===== config.mk =====
export PLATFORM = sky130hd
export DESIGN_NAME = rx_status_queue
export DESIGN_NICKNAME = d
export VERILOG_FILES = /design/src/rtl/rxsq_pkg.sv /design/src/rtl/rxsq_pkt_tracker.sv /design/src/rtl/rxsq_stat_fifo.sv /design/src/rtl/rxsq_read_guard.sv /design/src/rtl/rx_status_queue.sv
export SDC_FILE = /design/constraint.sdc
export NUM_CORES = 1
export LEC_CHECK = 0
export BUFFER_PORTS_ARGS = -buffer_cell sky130_fd_sc_hd__buf_2
export CORE_ASPECT_RATIO = 0.5
export CORE_MARGIN = 2
export CORE_UTILIZATION = 45
export DETAILED_ROUTE_END_ITERATION = 10
export GPL_ROUTABILITY_DRIVEN = 1
export PLACE_DENSITY = 0.64
export SLEW_MARGIN = 20
export SYNTH_ARGS = -nofsm -noshare
export SYNTH_HDL_FRONTEND = slang
export SYNTH_SLANG_ARGS = --single-unit
export TNS_END_PERCENT = 5

===== constraint.sdc =====
create_clock -name clk -period 4.3 [get_ports clk]
set_clock_uncertainty 0.2 [all_clocks]
set_input_delay 0.43 -clock clk [delete_from_list [all_inputs] [get_ports clk]]
set_output_delay 0.43 -clock clk [all_outputs]
set_load 0.005 [all_outputs]

===== src/rtl/rxsq_pkg.sv =====
package rxsq_pkg;
  localparam int STAT_W = 16;
  localparam int CODE_W = 4;
  localparam int CNT_W  = STAT_W - 1 - CODE_W;

  typedef logic [CODE_W-1:0] err_code_t;

  localparam err_code_t EC_NONE     = 4'b0000;
  localparam err_code_t EC_DRIBBLE  = 4'b0010;
  localparam err_code_t EC_OVERRUN  = 4'b1000;
  localparam err_code_t EC_OVERSIZE = 4'b1001;
  localparam err_code_t EC_RUNT     = 4'b1011;
  localparam err_code_t EC_ALIGN    = 4'b1100;
  localparam err_code_t EC_CRC      = 4'b1101;

  localparam logic [4:0] OP_RX_RESET = 5'd5;
  localparam logic [4:0] OP_DISCARD  = 5'd8;

  typedef struct packed {
    err_code_t        code;
    logic [CNT_W-1:0] bytes;
  } pkt_stat_t;

  // Collapse every code outside the recognised set to "no error".
  function automatic err_code_t norm_code(input err_code_t c);
    case (c)
      EC_DRIBBLE, EC_OVERRUN, EC_OVERSIZE,
      EC_RUNT, EC_ALIGN, EC_CRC: norm_code = c;
      default:                   norm_code = EC_NONE;
    endcase
  endfunction
endpackage


===== src/rtl/rxsq_pkt_tracker.sv =====
module rxsq_pkt_tracker
  import rxsq_pkg::*;
#(
  parameter int MAX_BYTES = 1514
) (
  input  logic             clk,
  input  logic             rst_n,
  input  logic             flush,
  input  logic             byte_in,
  input  logic             eop_take,
  input  err_code_t        eop_code,
  output logic             active,
  output logic [CNT_W-1:0] run_bytes,
  output pkt_stat_t        done_stat
);
  localparam logic [CNT_W-1:0] LIMIT = CNT_W'(MAX_BYTES);
  localparam logic [CNT_W-1:0] SAT   = CNT_W'(MAX_BYTES + 1);

  logic [CNT_W-1:0] cnt_q, cnt_inc;
  logic             active_q, oversize;
  err_code_t        code_n;

  always_comb begin
    cnt_inc   = (byte_in && cnt_q != SAT) ? cnt_q + 1'b1 : cnt_q;
    oversize  = cnt_inc > LIMIT;
    code_n    = norm_code(eop_code);
    done_stat.bytes = oversize ? LIMIT : cnt_inc;
    done_stat.code  = (oversize && !code_n[CODE_W-1]) ? EC_OVERSIZE : code_n;
    run_bytes = (cnt_q > LIMIT) ? LIMIT : cnt_q;
  end

  always_ff @(posedge clk) begin
    if (!rst_n || flush) begin
      cnt_q    <= '0;
      active_q <= 1'b0;
    end else if (eop_take) begin
      cnt_q    <= '0;
      active_q <= 1'b0;
    end else begin
      cnt_q    <= cnt_inc;
      active_q <= active_q | byte_in;
    end
  end

  assign active = active_q;
endmodule


===== src/rtl/rxsq_stat_fifo.sv =====
module rxsq_stat_fifo
  import rxsq_pkg::*;
#(
  parameter int DEPTH = 8
) (
  input  logic      clk,
  input  logic      rst_n,
  input  logic      flush,
  input  logic      push,
  input  pkt_stat_t push_stat,
  input  logic      pop,
  output pkt_stat_t head_stat,
  output logic      has_head,
  output logic      full,
  output logic      head_new
);
  localparam int AW = (DEPTH > 1) ? $clog2(DEPTH) : 1;
  localparam int CW = $clog2(DEPTH + 1);

  logic [AW-1:0] wr_ptr, rd_ptr;
  logic [CW-1:0] cnt_q, cnt_nx;
  logic          push_ok, pop_ok, head_new_q;
  pkt_stat_t     mem [DEPTH];

  function automatic logic [AW-1:0] bump(input logic [AW-1:0] p);
    bump = (p == AW'(DEPTH - 1)) ? '0 : p + 1'b1;
  endfunction

  assign full    = (cnt_q == CW'(DEPTH));
  assign push_ok = push && !full;
  assign pop_ok  = pop && (cnt_q != '0);
  assign cnt_nx  = cnt_q + CW'(push_ok) - CW'(pop_ok);

  for (genvar g = 0; g < DEPTH; g++) begin : g_slot
    always_ff @(posedge clk) begin
      if (push_ok && !flush && wr_ptr == AW'(g)) mem[g] <= push_stat;
    end
  end

  always_ff @(posedge clk) begin
    if (!rst_n || flush) begin
      wr_ptr     <= '0;
      rd_ptr     <= '0;
      cnt_q      <= '0;
      head_new_q <= 1'b0;
    end else begin
      if (push_ok) wr_ptr <= bump(wr_ptr);
      if (pop_ok)  rd_ptr <= bump(rd_ptr);
      cnt_q      <= cnt_nx;
      head_new_q <= (cnt_nx != '0) && ((cnt_q == '0) || pop_ok);
    end
  end

  assign head_stat = mem[rd_ptr];
  assign has_head  = (cnt_q != '0);
  assign head_new  = head_new_q;
endmodule


===== src/rtl/rxsq_read_guard.sv =====
module rxsq_read_guard
  import rxsq_pkg::*;
(
  input  logic             clk,
  input  logic             rst_n,
  input  logic             flush,
  input  logic             host_rd,
  input  logic             pop,
  input  logic [CNT_W-1:0] limit,
  output logic             underrun
);
  logic [CNT_W-1:0] off_q;
  logic             under_q, past_end;

  assign past_end = (off_q >= limit);

  always_ff @(posedge clk) begin
    if (!rst_n || flush) begin
      off_q   <= '0;
      under_q <= 1'b0;
    end else begin
      if (host_rd && past_end) under_q <= 1'b1;
      if (pop)                       off_q <= '0;
      else if (host_rd && !past_end) off_q <= off_q + 1'b1;
    end
  end

  assign underrun = under_q;
endmodule


===== src/rtl/rx_status_queue.sv =====
module rx_status_queue
  import rxsq_pkg::*;
#(
  parameter int DEPTH     = 8,
  parameter int MAX_BYTES = 1514
) (
  input  logic        clk,
  input  logic        rst_n,
  input  logic        byte_in,
  input  logic        eop_valid,
  output logic        eop_ready,
  input  logic [3:0]  eop_code,
  input  logic        cmd_valid,
  input  logic [4:0]  cmd_op,
  input  logic        host_rd,
  output logic [15:0] status_word,
  output logic        rx_complete,
  output logic        receiving,
  output logic        status_overrun,
  output logic        rx_underrun,
  output logic        adapter_fail
);
  logic             flush, discard, eop_take, full, has_head, underrun;
  logic [CNT_W-1:0] run_bytes, rd_limit;
  pkt_stat_t        done_stat, head_stat;

  assign flush     = cmd_valid && (cmd_op == OP_RX_RESET);
  assign discard   = cmd_valid && (cmd_op == OP_DISCARD);
  assign eop_ready = !full;
  assign eop_take  = eop_valid && eop_ready;

  rxsq_pkt_tracker #(.MAX_BYTES(MAX_BYTES)) i_track (
    .clk, .rst_n, .flush, .byte_in, .eop_take,
    .eop_code(err_code_t'(eop_code)),
    .active(receiving), .run_bytes, .done_stat
  );

  rxsq_stat_fifo #(.DEPTH(DEPTH)) i_fifo (
    .clk, .rst_n, .flush, .push(eop_take), .push_stat(done_stat),
    .pop(discard), .head_stat, .has_head, .full, .head_new(rx_complete)
  );

  assign rd_limit = has_head ? head_stat.bytes : run_bytes;

  rxsq_read_guard i_guard (
    .clk, .rst_n, .flush, .host_rd, .pop(discard && has_head),
    .limit(rd_limit), .underrun
  );

  assign status_word    = has_head ? {1'b0, head_stat}
                                   : {1'b1, EC_NONE, run_bytes};
  assign status_overrun = full;
  assign rx_underrun    = underrun;
  assign adapter_fail   = underrun;
endmodule


After elaboration in Yosys (flattened, before gate mapping)
Memories as Yosys holds them, arrays and structs flattened. A register that Yosys moved wholly into a read port is not among the register bits.
Index checks and enable logic that the tools add are counted.
Operators by class
  add/sub/neg operators: 6
  $mul: 0
  div/mod/pow operators: 0
  order comparisons: 3
  eq/ne operators: 18
  shift operators: 0
  multiplexer cells: 48
  bitwise logic cells: 1
  reductions and logical operators: 40
Operators by type and width (count)
  15-bit two-way mux: 7
  15-bit OR reduction: 7
  11-bit two-way mux: 4
  3-bit two-way mux: 11
  4-bit equality test, second input constant: 6
  1-bit two-way mux: 23
  11-bit by 1-bit adder with 11-bit output, second input constant: 2
  11-bit greater-than comparator, second input constant: 2
  1-bit logical AND: 19
  16-bit two-way mux: 1
  3-bit equality test, second input constant: 5
  11-bit >= comparator: 1
  11-bit != test, second input constant: 1
  4-bit two-way mux: 2
  4-bit nonzero test: 2
  3-bit by 1-bit adder with 3-bit output, second input constant: 2
  3-bit by 2-bit equality test with 1-bit output, second input constant: 2
  6-bit OR reduction: 1
  5-bit by 3-bit equality test with 1-bit output, second input constant: 1
  5-bit by 4-bit equality test with 1-bit output, second input constant: 1
  1-bit zero test: 5
  4-bit by 1-bit adder with 4-bit output: 1
  4-bit by 2-bit equality test with 1-bit output, second input constant: 1
  4-bit zero test: 1
  other kinds (6): 8
Word-level totals
  flip-flop bits (word level): 35
  latch bits: 0
  bits in writable memories: 120
  bits in read-only memories: 0
  word-level logic and storage cells: 125
  memories: 1
Memories
  i_fifo.mem: words 8, width 15, read ports 1, clocked after memory_dff 1, write ports 1, RTL line rxsq_stat_fifo.sv:23  | pkt_stat_t mem [DEPTH];

Longest topological paths before layout
Gate-level depths: netlist of the first run.
  depth after elaboration: 16
  depth in mapped cells: 16

Modules after synthesis
From an unflattened synthesis of the first run, not the netlist that was laid out.
Second synthesis, totals
  cell total of the unflattened synthesis: 546
  area, all modules: 7649.8 sq um
By module, submodules not included
  rxsq_stat_fifo: instances 1, cells an instance 266, area each 5445.2 sq um, seq. area each 3883.7 sq um
  rxsq_pkt_tracker: instances 1, cells an instance 143, area each 1058.5 sq um, seq. area each 240.2 sq um
  rxsq_read_guard: instances 1, cells an instance 110, area each 899.6 sq um, seq. area each 240.2 sq um
  rx_status_queue: instances 1, cells an instance 27, area each 246.5 sq um, seq. area each 0.0 sq um

Worst setup path before layout of the first run
Ideal clock, no wire load.
  path kind: register to register
  start: register (tool-made name)
  end: register i_guard.off_q[5]
  library setup time: 74 ps
  arrival: 3613 ps
  required time: 4026 ps
  setup slack: 413 ps
  cell stages (with the launch flop): 15
  period minus slack after synthesis: 3887 ps
  cell sequence: dfxtp_1 -> buf_2 -> buf_2 -> mux4_2 -> mux2i_1 -> o22ai_1 -> ha_1 -> nand2b_1 -> a21o_1 -> a21oi_1 -> o2111ai_1 -> and2_1 -> buf_2 -> or4_1 -> a21oi_1
RTL lines
  end signal: assignment: RTL line rxsq_read_guard.sv:24  | else if (host_rd && !past_end) off_q <= off_q + 1'b1;
  end: declaration: RTL line rxsq_read_guard.sv:12  | logic [CNT_W-1:0] off_q;

==> flow_summary_export.csv, run 1 <==
group,metric,value,unit
cts,clockBufferDepth,2,
cells_and_area,post-route-cell-area,8170,sq um
placed_design,dpl.cell_count,738,
sta,rsz0062_at_grt,"false",
sta,finalHoldViolCount,0,
floorplan,coreArea,15500,sq um
setup_path,cp_cell_sequence,"buf_12 > mux4_2 > mux2_2 > o22ai_1 > ha_1 > nor2b_1 > o21ai_1 > o2111ai_1 > and2_1 > or4_1 > a21oi_1",
routing,viasPerCell,5.44,
synthesis,synth_top_area_share,50.6,%
floorplan,die_w,182,um
sta,finalCritPeriodShare,88.1,%
cts,cts_setup_buffers,0,
routing,wl_met1,7080,um
placed_design,post-place-ws,0.477,ns
synthesis,synthTopCellsByArea,"edfxtp_1 (51%), dfxtp_1 (11%), mux4_2 (9.5%)",
cts,path_clk_slew,0.06,ns
cells_and_area,drive_gt1_share,21.4,%
power,leakage,3.03,nW
routing,post_drt_wl_per_cell,18.5,um
floorplan,die_y,93.0,um
run,cap_violations,0,
global_routing,grt_use_total,18.0,%
cells_and_area,diodes,0,
placed_design,dp_hpwl,9650,um
routing,vias,4187,
placed_design,gp_congestion,0.824,
cts,clockRootBuffer,"clkbuf_16",
power,ir_drop,0.000312,V
setup_path,reg2reg_setup_slack,0.51,ns
cts,numCtsBuffers,17,
synthesis,yosysWarnings,0,
setup_path,cp-start-kind,"flop",
cells_and_area,nets,597,
setup_path,cp-end-kind,"flop",
synthesis,ys_types,61,
outcome,status,"completed",
worst_hold_path,hp-class,"in -> reg",
floorplan,start_util,46.1,%
setup_path,cpMaxStageDelayCell,"mux4_2",
cells_and_area,multi_input_area,2540,sq um
synthesis,syn_avg_cell_area,14.0,sq um
setup_path,crit_type,"reg -> reg",
global_routing,antenna_found_initial,0,
cts,ctsHtreeMaxLevel,4,
routing,routed_wl,14200,um
routing,ant_nets,0,
sta,drv_slew,0,
placed_design,io_buffers,36,
routing,drtPass1Iterations,5,
routing,topRoutingLayerUsed,"met4",
synthesis,synthesis.area,7130,sq um
routing,drt-initial-drc-count,322,
routing,drc_errors,0,
cts,postCtsHoldBufs,0,
placed_design,placed_cell_area,7550,sq um
sta,final.setup.tns,0,ns
global_routing,grt_max_degree,23,
floorplan,fp.dieArea,16900,sq um
synthesis,synth_nets,553,
synthesis,ys_seq_elements,158,
sta,worst_slack,0.511,ns
cts,cts_sinks,158,
sta,setup_viol,0,
synthesis,ys.flop_type,"edfxtp_1",
cells_and_area,final_cells,769,
global_routing,grt.overflow.total,0,
synthesis,synth_edf_count,120,
synthesis,synthArstFlopShare,0,%
setup_path,max_stage_delay,0.52,ns
sta,max_freq,264,MHz
routing,met3_length,831,um
sta,tightest_slew,1.01,ns
synthesis,synth_seq_area_share,61.2,%
setup_path,required,4.44,ns
floorplan,rows,32,
setup_path,crit_fanout,22,
sta,slew_headroom,32.3,%
cells_and_area,postLayoutCoreUtil,52.8,%
sta,post-route-min-period,3.79,ns
global_routing,grt_pass1_wl,22600,um
power,p_per_area,496,nW/um^2
cts,tritoncts,"done",
cts,ctsResizeCount,0,
cells_and_area,seqCellArea,4370,sq um
routing,wl_met2,6210,um
cts,clk_latency,0.41,ns
cells_and_area,syn_to_final_growth,14.6,%
global_routing,grt_pass1_vias,4161,
cells_and_area,nFillCells,1302,
synthesis,yosysTopAreaCell,"edfxtp_1",
setup_path,cp.arrival,3.93,ns
synthesis,syn-instance-count,509,
floorplan,io_pins,37,
worst max-delay path, delay by kind of cell, from the launching register on:
kind                       cells  cell delay [ns]
buffers and inverters          1             0.25
muxes                          2             0.83
adders and majority gates      1             0.27
AOI/OAI and AO/OA              4             0.72
DFF                            1             0.45
and+or+nand+nor                3             0.98
worst paths after layout:
check / to / start / cells past startpoint
max: i_guard.off_q[8] / flop / 11
min: i_fifo.cnt_q[0] / rst_n / 2
max reg2reg: i_guard.off_q[8] / flop / 11
min reg2reg: i_guard.off_q[10] / i_guard.off_q[10] / 2
logic make-up (layout without fill, tap and decap cells):
| family | count (synthesis) | count (layout) | share of synthesized area, % |
|---|---|---|---|
| AOI/OAI and AO/OA | 58 | 58 | 5.78 |
| xor gates and xnor gates | 17 | 17 | 2.09 |
| adders and majority gates | 29 | 29 | 5.20 |
| buffers and inverters | 53 | 109 | 3.07 |
| DFF | 158 | 158 | 61.2 |
| muxes | 49 | 49 | 12.3 |
| and+or+nand+nor | 145 | 145 | 10.4 |
layout by cell type (no fill, tap or decap), types with 3 or more instances in the layout:
| cell | synthesis | final |
|---|---|---|
| a21o_1 | 3 | 3 |
| a21oi_1 | 18 | 18 |
| and2_1 | 6 | 6 |
| and3_1 | 10 | 10 |
| buf_2 | 6 | 36 |
| buf_4 | 1 | 8 |
| bufinv_16 | 0 | 4 |
| clkbuf_16 | 0 | 17 |
| dfxtp_1 | 38 | 37 |
| edfxtp_1 | 120 | 120 |
| ha_1 | 28 | 28 |
| inv_1 | 33 | 33 |
| inv_6 | 0 | 3 |
| mux2_2 | 6 | 6 |
| mux2i_1 | 13 | 13 |
| mux4_2 | 30 | 30 |
| nand2_1 | 29 | 29 |
| nand2b_1 | 5 | 5 |
| nand3_1 | 10 | 10 |
| nand4_1 | 6 | 6 |
| nor2_1 | 46 | 46 |
| nor3_1 | 8 | 8 |
| nor3b_1 | 4 | 4 |
| o22a_1 | 4 | 4 |
| o22ai_1 | 4 | 4 |
| o31ai_1 | 3 | 3 |
| or3_1 | 4 | 4 |
| or4_1 | 4 | 4 |
| xnor2_1 | 14 | 14 |
| xor2_1 | 3 | 3 |
synthesized netlist by cell type (all sizes together), types with 8 or more instances:
library cell / instances
mux4: 30
xnor2: 14
nand3: 11
inv: 33
nor2: 46
a21oi: 19
and3: 10
nand2: 30
clkbuf: 9
buf: 11
dfxtp: 38
mux2i: 13
ha: 28
edfxtp: 120
nor3: 8
cell type report:
| type | count | area share, % |
|---|---|---|
| clock inverter | 12 | 2.25 |
| clock buffer | 19 | 5.30 |
| sequential | 158 | 53.5 |
| inverter | 33 | 1.52 |
| multi-input combinational | 298 | 31.2 |
| tap | 204 | 3.13 |
| timing repair buffer | 45 | 3.19 |
routing by layer:
layer,vias to the layer above,track usage [%]
met5,-,0
met4,0,5.31
met3,10,4.21
met2,89,27.4
met1,2080,26.2
li1,2008,-
per-stage QoR:
step,hold slack (ns),power (W)
floorplan,0.248,0.00224
finish,0.131,0.00405
global placement,0.282,0.00252
detailed placement,0.274,0.00252
CTS,0.111,0.00409
global route,0.122,0.00425
sequential cells by signal, indices dropped and copies added, names as in the netlist, 3 cells and up, named ones only:
signal	count
i_fifo.wr_ptr	3
i_fifo.rd_ptr	3
i_track.cnt_q	11
i_guard.off_q	11
i_fifo.mem	120
i_fifo.cnt_q	4
power by group:
part           internal [W]  switching [W]  total (W)
registers           0.00172      0.0000327    0.00176
logic              0.000306       0.000422   0.000728
clock network      0.000975       0.000590    0.00157
total               0.00300        0.00104    0.00405
Note: power is estimated with default switching activity, not from simulation.
==> run 2, diff against run 1 <==
REMOVE_ABC_BUFFERS = 1   (was not set)
==> run 2 against run 1 <==
Register-to-register slack got worse by 0.18 ns. Via count is 1.2% higher. First-iteration DRC count up 30%. Setup slack got worse by 0.18 ns. Die area did not move. Global-route usage is 0.46 points higher. Critical path depth rose by 1.
==> flow_summary_export.csv, run 2 (same netlist as run 1, synthesis figures left out) <==
group,metric,value,unit
floorplan,die_w,182,um
sta,slew_headroom,33.4,%
power,leakage,2.99,nW
setup_path,required,4.45,ns
floorplan,coreArea,15500,sq um
cts,clockRootBuffer,"clkbuf_16",
floorplan,start_util,46.1,%
global_routing,grt_use_total,18.5,%
placed_design,io_buffers,36,
cells_and_area,multi_input_area,2540,sq um
cells_and_area,top_register,"i_fifo.mem",
cells_and_area,largest_reg_flops,120,
global_routing,grt_max_degree,20,
sta,finalHoldViolCount,0,
global_routing,grt_pass1_wl,23200,um
placed_design,dpl.cell_count,738,
worst_hold_path,hp-class,"in -> reg",
run,cap_violations,0,
routing,drc_errors,0,
setup_path,cp_top_family,"simple AND/OR/NAND/NOR gates",
power,power,0.00389,W
cells_and_area,mostFrequentLayoutCells,"edfxtp_1 (120), nor2_1 (46), dfxtp_1 (37), buf_2 (36), inv_1 (33)",
cts,postCtsHoldBufs,0,
outcome,status,"completed",
routing,drtPass1Iterations,5,
power,sequentialPowerShare,45.1,%
sta,finalCritPeriodShare,92.2,%
cts,cts_setup_buffers,0,
power,power_switching,0.00107,W
setup_path,cp-start-kind,"flop",
placed_design,post-place-ws,0.306,ns
global_routing,antenna_found_initial,0,
setup_path,crit_fanout,13,
power,share_comb_of_total_power,18.9,%
routing,drt-initial-drc-count,418,
sta,max_freq,252,MHz
routing,ant_nets,0,
power,p_per_area,481,nW/um^2
power,swShare,27.6,%
setup_path,max_stage_delay,0.62,ns
sta,tightest_slew,0.999,ns
floorplan,die_y,93.0,um
sta,setup_viol,0,
placed_design,dp_hpwl,9940,um
cells_and_area,top_regs,"i_fifo.mem (120), i_guard.off_q (11), i_track.cnt_q (11)",
cells_and_area,drive_gt1_share,21.2,%
cells_and_area,syn_to_final_growth,13.4,%
routing,routed_wl,14600,um
cells_and_area,nFillCells,1319,
cts,ctsHtreeMaxLevel,4,
setup_path,cp_cell_sequence,"buf_4 > mux4_2 > mux2i_1 > nor2_1 > a21o_1 > inv_1 > ha_1 > a21oi_1 > o2111ai_1 > and2_1 > or4_1 > a21oi_1",
cts,clockBufferDepth,2,
setup_path,crit_top_cell,"a21oi_1",
sta,worst_slack,0.334,ns
cts,tritoncts,"done",
cells_and_area,post-route-cell-area,8090,sq um
floorplan,rows,32,
power,clkPwrFrac,35.9,%
cells_and_area,seqCellArea,4370,sq um
cells_and_area,layout_commonest_cell,"edfxtp_1",
power,internal-power,0.00282,W
cts,numCtsBuffers,17,
routing,vias,4238,
sta,rsz0062_at_grt,"false",
setup_path,cpMaxStageDelayCell,"dfxtp_2",
sta,post-route-min-period,3.97,ns
placed_design,gp_congestion,0.835,
setup_path,cp.arrival,4.11,ns
power,ir_drop,0.000274,V
setup_path,critPathBufInv,2,
cts,ctsResizeCount,0,
cts,path_clk_slew,0.07,ns
setup_path,crit_type,"reg -> reg",
placed_design,placed_cell_area,7540,sq um
sta,drv_slew,0,
global_routing,grt_pass1_vias,4172,
setup_path,cp-end-kind,"flop",
cells_and_area,nets,597,
routing,viasPerCell,5.50,
cells_and_area,diodes,0,
floorplan,io_pins,37,
cells_and_area,final_cells,770,
floorplan,fp.dieArea,16900,sq um
cts,clk_latency,0.42,ns
cts,cts_sinks,158,
routing,post_drt_wl_per_cell,19.0,um
global_routing,grt.overflow.total,0,
[run 2: per-stage QoR]
stage	hold slack, ns	TNS (ns)	util, %
after floorplan	0.248	-0.182	-
after global placement	0.240	0	48.8
after detailed placement	0.254	0	48.8
after CTS	0.106	0	52.3
after global routing	0.120	0	52.3
final	0.119	0	52.3
[run 2: final timing paths]
kind | startpoint | to | slack (ns) | depth (start not counted)
worst min register to register | i_track.active | i_track.active | 0.26 | 2
worst max-delay path | flop | i_guard.off_q[8] | 0.33 | 12
worst min-delay path | rst_n | i_fifo.cnt_q[0] | 0.12 | 2
worst max register to register | flop | i_guard.off_q[8] | 0.33 | 12
[run 2: power groups by stage]
stage          logic (W)  clock network (W)  registers [W]
5_1_grt         0.000815            0.00148        0.00176
3_3_place_gp    0.000730                  0        0.00179
4_1_cts         0.000745            0.00142        0.00176
6_report        0.000737            0.00140        0.00176
3_5_place_dp    0.000742                  0        0.00179
2_1_floorplan   0.000444                  0        0.00178
[run 2: layout make-up]
type | count | share of cell area, %
repair buffers | 45 | 3.06
clock inverters | 13 | 1.44
multi-input cells | 298 | 31.5
clock buffers | 19 | 5.35
inverters | 33 | 1.53
flip-flops and latches | 158 | 54.0
well taps | 204 | 3.16
[run 2: worst register-to-register path, stage by stage, from the launching register on]
cell       delay, ns
dfxtp_2         0.62
buf_4           0.35
mux4_2          0.54
mux2i_1         0.16
nor2_1          0.06
a21o_1          0.17
inv_1           0.10
ha_1            0.25
a21oi_1         0.18
o2111ai_1       0.26
and2_1          0.34
or4_1           0.53
a21oi_1         0.15
[run 2: per-layer routing]
metal / vias up / share of wire (%) / GRT usage [%]
met4: 0 / 1.2 / 5.44
met2: 114 / 46 / 29.0
met1: 2096 / 48 / 26.4
li1: 2011 / - / -
met5: - / 0 / 0
met3: 17 / 5.1 / 3.86
==> run 3, diff against run 2 <==
SYNTH_HIERARCHICAL = 1   (was not set)
==> run 3 against run 2 <==
Fmax increased by 5.9%. Setup slack improved by 0.22 ns. Final cell count grew 8.1%. Sequential share of layout area shrank 3.7 points. Routed wire length rose by 7.1%. Highest routed layer unchanged. Largest power group unchanged. Combinational power is 25% higher. Die area is 7.1% higher.
==> flow_summary_export.csv, run 3 <==
group,metric,value,unit
setup_path,r2r-end,"i_guard/off_q[6]",
cts,postCtsHoldBufs,0,
synthesis,synthArstFlopShare,0,%
cts,path_clk_slew,0.07,ns
synthesis,yosys-top-cells-count,"edfxtp_1 (120), dfxtp_1 (38), inv_1 (34)",
synthesis,yosysTopAreaCell,"edfxtp_1",
synthesis,ys_types,68,
run,cap_violations,0,
cts,clockRootBuffer,"clkbuf_16",
routing,vias,4618,
setup_path,crit_type,"reg -> reg",
setup_path,cpMaxStageDelayCell,"dfxtp_1",
global_routing,grt_max_degree,31,
synthesis,yosysWarnings,6,
cts,cts_setup_buffers,0,
floorplan,start_util,46.3,%
cells_and_area,syn_to_final_growth,13.5,%
cells_and_area,final_cells,832,
cells_and_area,drive_gt1_share,21.7,%
cells_and_area,layout_commonest_cell,"edfxtp_1",
setup_path,crit_fanout,16,
floorplan,die_y,96.2,um
power,leakage,3.24,nW
worst_hold_path,hp-class,"in -> reg",
setup_path,reg2reg_from,"i_track/cnt_q[1]",
synthesis,synth.most_common_cell,"edfxtp_1",
sta,final.setup.tns,0,ns
cells_and_area,top_register,"i_fifo/mem",
routing,routed_wl,15700,um
cts,numCtsBuffers,17,
worst_hold_path,hold_depth,3,
setup_path,cp-end-kind,"flop",
synthesis,synthTopCellsByArea,"edfxtp_1 (47%), mux4_1 (10%), dfxtp_1 (9.9%)",
synthesis,syn-instance-count,546,
setup_path,r2r_cells,14,
cts,clk_latency,0.42,ns
routing,viasPerCell,5.55,
routing,post_drt_wl_per_cell,18.8,um
setup_path,cp_cell_sequence,"ha_1 > nor2b_1 > o21ai_0 > a21oi_1 > o21ai_2 > nand2b_1 > mux2_2 > inv_1 > ha_1 > a211o_1 > a31oi_2 > o21ai_2 > or4_1 > a21oi_1",
cts,cts_sinks,158,
cells_and_area,nets,636,
floorplan,io_pins,37,
cts,ctsResizeCount,0,
global_routing,grt_pass1_wl,24600,um
cells_and_area,mostFrequentLayoutCells,"edfxtp_1 (120), dfxtp_1 (38), buf_2 (36), inv_1 (34), mux4_1 (30)",
cts,ctsHtreeMaxLevel,4,
sta,tightest_slew,0.753,ns
worst_hold_path,min-delay-start,"rst_n",
placed_design,io_buffers,36,
cells_and_area,postLayoutCoreUtil,52.6,%
routing,drt-initial-drc-count,401,
synthesis,syn_avg_cell_area,14.0,sq um
routing,drtPass1Iterations,5,
sta,drv_slew,0,
floorplan,coreArea,16500,sq um
setup_path,cp.arrival,3.90,ns
power,ir_drop,0.000312,V
cells_and_area,nFillCells,1379,
floorplan,rows,33,
cts,clockBufferDepth,2,
cells_and_area,largest_reg_flops,120,
placed_design,gp_congestion,0.774,
setup_path,cp-start-kind,"flop",
synthesis,synth_seq_area_share,57.0,%
global_routing,grt_use_total,18.4,%
synthesis,synthesis.area,7650,sq um
placed_design,dpl.cell_count,800,
routing,drc_errors,0,
outcome,status,"completed",
power,p_per_area,478,nW/um^2
setup_path,required,4.45,ns
global_routing,grt.overflow.total,0,
sta,finalCritPeriodShare,87.1,%
routing,ant_nets,0,
sta,worst_hold_slack,0.198,ns
synthesis,ys_seq_elements,158,
cells_and_area,diodes,0,
cells_and_area,top_regs,"i_fifo/mem (120), i_guard/off_q (11), i_track/cnt_q (11)",
global_routing,grt_pass1_vias,4356,
sta,rsz0062_at_grt,"false",
floorplan,die_w,188,um
setup_path,crit_start,"i_track/cnt_q[1]",
sta,post-route-min-period,3.75,ns
setup_path,max_stage_delay,0.59,ns
sta,finalHoldViolCount,0,
worst_hold_path,holdPathEnd,"i_guard/underrun",
synthesis,synth_edf_count,120,
sta,setup_viol,0,
floorplan,fp.dieArea,18100,sq um
synthesis,ys.flop_type,"edfxtp_1",
placed_design,dp_hpwl,10700,um
cts,tritoncts,"done",
global_routing,antenna_found_initial,0,
sta,slew_headroom,49.7,%
sta,max_freq,267,MHz
synthesis,synth_top_area_share,47.1,%
setup_path,reg2reg_setup_slack,0.55,ns
run 3: cell types whose count changed after synthesis, sizes merged, moves of 5 or more:
cell | previous run | this run
nor4 | 1 | 6
or4 | 4 | 10
clkbuf | 9 | 14
o21ai | 4 | 18
a21oi | 19 | 27
mux2 | 6 | 26
nor2 | 46 | 26
and2 | 6 | 12
nand2 | 30 | 19
mux2i | 13 | 3
xnor2 | 14 | 9
run 3: worst max-delay path by stage:
stage                        to  cells past startpoint  slack [ns]
2_1_floorplan  i_guard/off_q[2]                     10        0.27
3_3_place_gp   i_guard/off_q[6]                     14        0.63
3_5_place_dp   i_guard/off_q[6]                     14        0.45
4_1_cts        i_guard/off_q[6]                     14        0.44
5_1_grt        i_guard/off_q[6]                     14        0.19
6_report       i_guard/off_q[6]                     14        0.55
run 3: critical path, delay by kind of cell, from the launching register on:
kind,cells,cell delay [ns]
flip-flops,1,0.59
AO/OA/AOI/OAI,7,1.40
buffers and inverters,1,0.06
adder cells (fa/ha/maj),2,0.49
AND/OR/NAND/NOR,3,0.65
multiplexers,1,0.29
run 3: per-layer routing:
metal  wire, um  GRT usage [%]  vias to the layer above
met5          0              0                        -
met4         85           4.10                        0
met3        778           4.56                        6
met2       7300           30.3                       89
met1       7520           25.0                     2305
li1           -              -                     2218
run 3: stage by stage:
| stage | worst slack [ns] | cell area, sq um | total power [W] |
|---|---|---|---|
| after global placement | 0.630 | 8100 | 0.00273 |
| after detailed placement | 0.450 | 8100 | 0.00275 |
| after CTS | 0.444 | 8680 | 0.00419 |
| after floorplan | 0.273 | 7500 | 0.00240 |
| final | 0.554 | 8680 | 0.00415 |
| after global routing | 0.185 | 8680 | 0.00438 |
run 3: layout make-up:
cell class / instances / area [sq um] / share of cell area [%]
Tap cell: 227 / 284 / 3.27
Clock buffer: 17 / 425 / 4.90
Timing Repair Buffer: 53 / 320 / 3.69
Clock inverter: 15 / 151 / 1.74
Inverter: 35 / 131 / 1.51
Multi-Input combinational cell: 327 / 3010 / 34.6
Sequential cell: 158 / 4360 / 50.3
run 3: cell families after synthesis:
family,after synthesis,synth area share [%]
muxes,59,14.5
DFF,158,57.0
AOI/OAI and AO/OA,83,7.49
adders and majority gates,29,4.84
buffers and inverters,61,3.68
xor gates and xnor gates,9,1.03
and+or+nand+nor,147,11.4
run 3: report_power, final:
part	internal, W	switching (W)
clock	0.000773	0.000666
sequential	0.00175	0.0000441
combinational	0.000398	0.000524
total	0.00292	0.00123
